**config.mk**
```make
export PLATFORM = sky130hd
export DESIGN_NAME = wp_guard
export DESIGN_NICKNAME = d
export VERILOG_FILES = /design/src/rtl/wp_pkg.sv /design/src/rtl/wp_range_calc.sv /design/src/rtl/wp_unit_span.sv /design/src/rtl/wp_guard.sv
export SDC_FILE = /design/constraint.sdc
export NUM_CORES = 1
export LEC_CHECK = 0
export BUFFER_PORTS_ARGS = -buffer_cell sky130_fd_sc_hd__buf_2
export CAP_MARGIN = 20
export CORE_AREA = 5 5 83 161
export CTS_CLUSTER_DIAMETER = 200
export DETAILED_ROUTE_END_ITERATION = 12
export DIE_AREA = 0 0 88 166
export HOLD_SLACK_MARGIN = 0.08
export PLACE_DENSITY = 0.5
export SKIP_LAST_GASP = 1
export SLEW_MARGIN = 20
export SYNTH_ARGS = -nofsm -noshare
export SYNTH_HDL_FRONTEND = slang
export SYNTH_HIERARCHICAL = 1
export SYNTH_SLANG_ARGS = --single-unit
```
**constraint.sdc**
```tcl
create_clock -name clk -period 1 [get_ports clk]
set_input_delay 0 -clock clk [delete_from_list [all_inputs] [get_ports clk]]
set_output_delay 0 -clock clk [all_outputs]
set_load 0.01 [all_outputs]
```
**src/rtl/wp_pkg.sv**
```systemverilog
package wp_pkg;
    parameter int ADDR_W  = 21;
    parameter int SECT_LG = 12;
    parameter int BLK_LG  = 16;
    parameter int CODE_W  = 3;

    typedef logic [ADDR_W-1:0] addr_t;

    typedef enum logic [1:0] {
        OP_PROG = 2'd0,
        OP_SECT = 2'd1,
        OP_BLK  = 2'd2,
        OP_CHIP = 2'd3
    } op_e;

    typedef struct packed {
        logic  none;
        addr_t lo;
        addr_t hi;
    } span_t;
endpackage

```
**src/rtl/wp_range_calc.sv**
```systemverilog
module wp_range_calc
    import wp_pkg::*;
(
    input  logic              gran,
    input  logic              low_end,
    input  logic [CODE_W-1:0] size_code,
    input  logic              inv,
    output span_t             prot
);
    localparam addr_t TOP = '1;
    localparam logic [4:0] BLK_BASE  = 5'(BLK_LG - 1);
    localparam logic [4:0] SECT_BASE = 5'(SECT_LG - 1);
    localparam logic [4:0] SECT_CAP  = 5'(SECT_LG + 3);

    logic       base_none;
    logic       base_all;
    logic [4:0] lg;
    addr_t      mask;

    always_comb begin
        base_none = (size_code == '0);
        base_all  = (size_code[CODE_W-1:CODE_W-2] == 2'b11);
        if (!gran)
            lg = BLK_BASE + 5'(size_code);
        else if (!size_code[CODE_W-1])
            lg = SECT_BASE + 5'(size_code);
        else
            lg = SECT_CAP;
        mask = (addr_t'(1) << lg) - addr_t'(1);

        prot = '{1'b1, addr_t'(0), addr_t'(0)};
        if (!inv) begin
            if (base_all)
                prot = '{1'b0, addr_t'(0), TOP};
            else if (!base_none)
                prot = low_end ? '{1'b0, addr_t'(0), mask}
                               : '{1'b0, ~mask, TOP};
        end else begin
            if (base_none)
                prot = '{1'b0, addr_t'(0), TOP};
            else if (!base_all)
                prot = low_end ? '{1'b0, mask + addr_t'(1), TOP}
                               : '{1'b0, addr_t'(0), ~mask - addr_t'(1)};
        end
    end
endmodule

```
**src/rtl/wp_unit_span.sv**
```systemverilog
module wp_unit_span
    import wp_pkg::*;
(
    input  addr_t      addr,
    input  logic [1:0] op,
    output addr_t      u_lo,
    output addr_t      u_hi
);
    localparam addr_t SECT_M = addr_t'((1 << SECT_LG) - 1);
    localparam addr_t BLK_M  = addr_t'((1 << BLK_LG) - 1);

    always_comb begin
        unique case (op_e'(op))
            OP_PROG: begin u_lo = addr;           u_hi = addr;          end
            OP_SECT: begin u_lo = addr & ~SECT_M; u_hi = addr | SECT_M; end
            OP_BLK:  begin u_lo = addr & ~BLK_M;  u_hi = addr | BLK_M;  end
            default: begin u_lo = '0;             u_hi = '1;            end
        endcase
    end
endmodule

```
**src/rtl/wp_guard.sv**
```systemverilog
module wp_guard
    import wp_pkg::*;
(
    input  logic              clk,
    input  logic              rst_n,
    input  logic              cfg_gran,
    input  logic              cfg_low,
    input  logic [CODE_W-1:0] cfg_size,
    input  logic              cfg_inv,
    input  logic              req_valid,
    input  logic [ADDR_W-1:0] req_addr,
    input  logic [1:0]        req_op,
    output logic              rsp_valid,
    output logic              rsp_grant,
    output logic [ADDR_W-1:0] prot_lo,
    output logic [ADDR_W-1:0] prot_hi,
    output logic              prot_none
);
    typedef struct packed {
        logic  vld;
        logic  grant;
        span_t prot;
    } state_t;

    localparam state_t RST_ST = '{1'b0, 1'b0, '{1'b1, addr_t'(0), addr_t'(0)}};

    state_t st_d, st_q;
    span_t  prot_now;
    addr_t  u_lo, u_hi;
    logic   hit;

    wp_range_calc u_range (
        .gran      (cfg_gran),
        .low_end   (cfg_low),
        .size_code (cfg_size),
        .inv       (cfg_inv),
        .prot      (prot_now)
    );

    wp_unit_span u_span (
        .addr (req_addr),
        .op   (req_op),
        .u_lo (u_lo),
        .u_hi (u_hi)
    );

    always_comb begin
        hit         = !prot_now.none && (u_lo <= prot_now.hi) && (u_hi >= prot_now.lo);
        st_d        = st_q;
        st_d.vld    = req_valid;
        st_d.grant  = req_valid && !hit;
        st_d.prot   = prot_now;
    end

    always_ff @(posedge clk or negedge rst_n) begin
        if (!rst_n) st_q <= RST_ST;
        else        st_q <= st_d;
    end

    assign rsp_valid = st_q.vld;
    assign rsp_grant = st_q.grant;
    assign prot_lo   = st_q.prot.lo;
    assign prot_hi   = st_q.prot.hi;
    assign prot_none = st_q.prot.none;
endmodule

```
==> metrics.txt <==
status finished, violations left; failing checks setup timing; worst endpoint required time between 1 and 1.5 ns; Tightest Pin Transition 0.5337 ns; Syn. warnings 6; CTS root buf clkbuf_16; vias in the first global route slightly below 5000; Residual DRC 0; GRT overflow 0; Antenna Violating Nets Remaining 0; CORE AREA 12050 µm²; #FFs+latches synth 45; Layout Utilization between 50% and 60%; Main synth FF type dfrtp_1; Detailed Routing Iterations Pass 1 6; register area roughly 1100 µm²; VDD IR max 0.8928 mV; CTS Buf Count 5; Area Overhead vs Synth 73.49%; Hold Vio Cnt, Final 0; Overall Global Routing Usage between 20% and 30%; Area after DPL 5826 µm²; gp weighted congestion 0.8615; Worst Path Max Fanout 4; first-pass GRT wire length 24130 µm; top cells by area, synth dfrtp_1 27%, ha_1 16%, inv_1 5.0%; Avg Inst Size Synth around 8.5 µm²; DP HPWL 12560 µm; PwrDens between 1000 and 1500 nW/µm²; Finished Cell Area approximately 7000 µm²; top cell type's share of synthesized area 27.19%; Post-synth EDFFs 0; arrival time at the worst endpoint 4.00 ns; Worst path max stage delay 0.51 ns; Vias/cell 5.090; port bufs 76; H-tree depth 2; f_max 261.8 MHz; Clock Path Buffers 2; Worst Setup End Kind register; nets 821; starting density of the core 33.59%; die area 14610 µm²; area leader, netlist dfrtp_1; LEAKAGE 3.457 nW; gate count of the mapped netlist 478; synth cell count leaders 54 x inv_1, 51 x ha_1, 44 x dfrtp_1; initial DRC count 95; final worst path period share 382.0%; Sum Neg Setup Slack -61.00 ns; top-count cell post-synth inv_1; max_cap viols 0; Worst setup SP type primary input; Clk pin slew, worst setup/hold paths approximately 0.070 ns; RSZ-0062 raised after global routing yes; TritonCTS clock tree built; slowest CP cell or4_4; Slew HR 64.33%; chip width 88 µm; area of the multi-input gates 3219 µm²; Seq/Total Area, Yosys 27.84%; antenna violations before repair 0; DRT Wirelength around 16000 µm; DR WL/cell about 18 µm; Die H 166 µm; via count 4510; CP Class in -> reg; Hold WC Path Type in -> async; min cycle time layout approximately 3.8 ns; Cell Rows 57; ANT cells 0; Netlist Area Pre-Place 4049 µm²; share of layout cells above drive strength 1 52.50%; Filler Cells Inserted 1078; largest net degree at the start of global routing 31; Synth async-reset ratio 100.0%; Ports 77; unique cell type count in the Yosys netlist 70; cell mode on critical path buf_6; final slew viol count 0; CTS Sinks 45; # setup viols final 42; worst setup margin -2.820 ns
worst max-delay path: cells and delay by family:
family / cells / cell delay, ns
buffers and inverters: 19 / 1.93
adders and majority gates: 3 / 0.55
and+or+nand+nor: 5 / 0.79
AOI/OAI and AO/OA: 4 / 0.73
layout make-up:
class / instances / area share [%]
multi-input cells: 358 / 45.83
repair buffers: 274 / 30.05
inverters: 54 / 3.064
flip-flops and latches: 45 / 16.05
clock buffers: 6 / 1.835
clock inverters: 2 / 0.5522
well taps: 147 / 2.618
worst paths after layout:
| path | from | end | slack [ns] | depth (start not counted) |
|---|---|---|---|---|
| min in group clk | cfg_inv | prot_hi[1] | 0.25 | 4 |
| hold / removal | rst_n | prot_lo[1] | 0.16 | 2 |
| max in group asynchronous | rst_n | prot_lo[19] | 0.34 | 3 |
| setup / recovery | cfg_size[0] | prot_hi[18] | -2.82 | 31 |
what timing repair did:
item	CTS	global route
gates resized for setup	98	47
endpoints found under the hold margin	47	0
gates cloned	0	0
setup endpoints to repair	42	42
hold buffers	3	0
pin swaps	38	14
buffers inserted	24	26
per-layer routing:
| metal | vias up | GRT usage (%) | wire length, µm |
|---|---|---|---|
| li1 | 2206 | - | - |
| met3 | 43 | 1.142 | 512 |
| met4 | 0 | 12.16 | 804 |
| met5 | - | 0 | 0 |
| met2 | 112 | 44.94 | 9667 |
| met1 | 2149 | 18.24 | 4678 |
state kept, by name, indices dropped and copies added, names as in the netlist:
register	count
prot_none	1
prot_lo	21
rsp_grant	1
prot_hi	21
rsp_valid	1
per-stage QoR:
stage                     worst slack (ns)  total power, W  hold WS (ns)  instances
after global placement              -3.324        0.004673      -0.07080        832
after detailed placement            -3.315        0.004724      -0.06514        832
after floorplan                     -2.899        0.003418       -0.2956        479
after global routing                -2.971        0.007716        0.2164        886
after CTS                           -2.799        0.007067        0.1614        867
final                               -2.820        0.007306        0.1576        886
kinds of logic after synthesis:
kind of cell             synth area share, %
XOR/XNOR                               1.514
flip-flops                             27.84
AND/OR/NAND/NOR                        23.24
other                                0.09262
multiplexers                           1.112
buffers and inverters                  7.756
adder cells (fa/ha/maj)                15.76
AO/OA/AOI/OAI                          22.68
cell usage in the layout, fill, tap and decap left out, types with 8 or more instances in the layout:
cell / instances
inv_1: 48
buf_6: 43
nand2b_1: 18
a21oi_1: 18
nand3_1: 10
nor2_1: 29
o21ai_0: 10
nor3b_1: 9
and2_1: 14
o21ai_2: 8
nand4_1: 8
buf_2: 74
nand2_1: 30
buf_4: 148
ha_1: 45
dfrtp_1: 44
where the power goes:
part / switching (W) / internal [W]
logic: 0.00167 / 0.00174
registers: 0.0000360 / 0.00196
clock network: 0.000719 / 0.00119
Power figures use the tool's default switching activity.
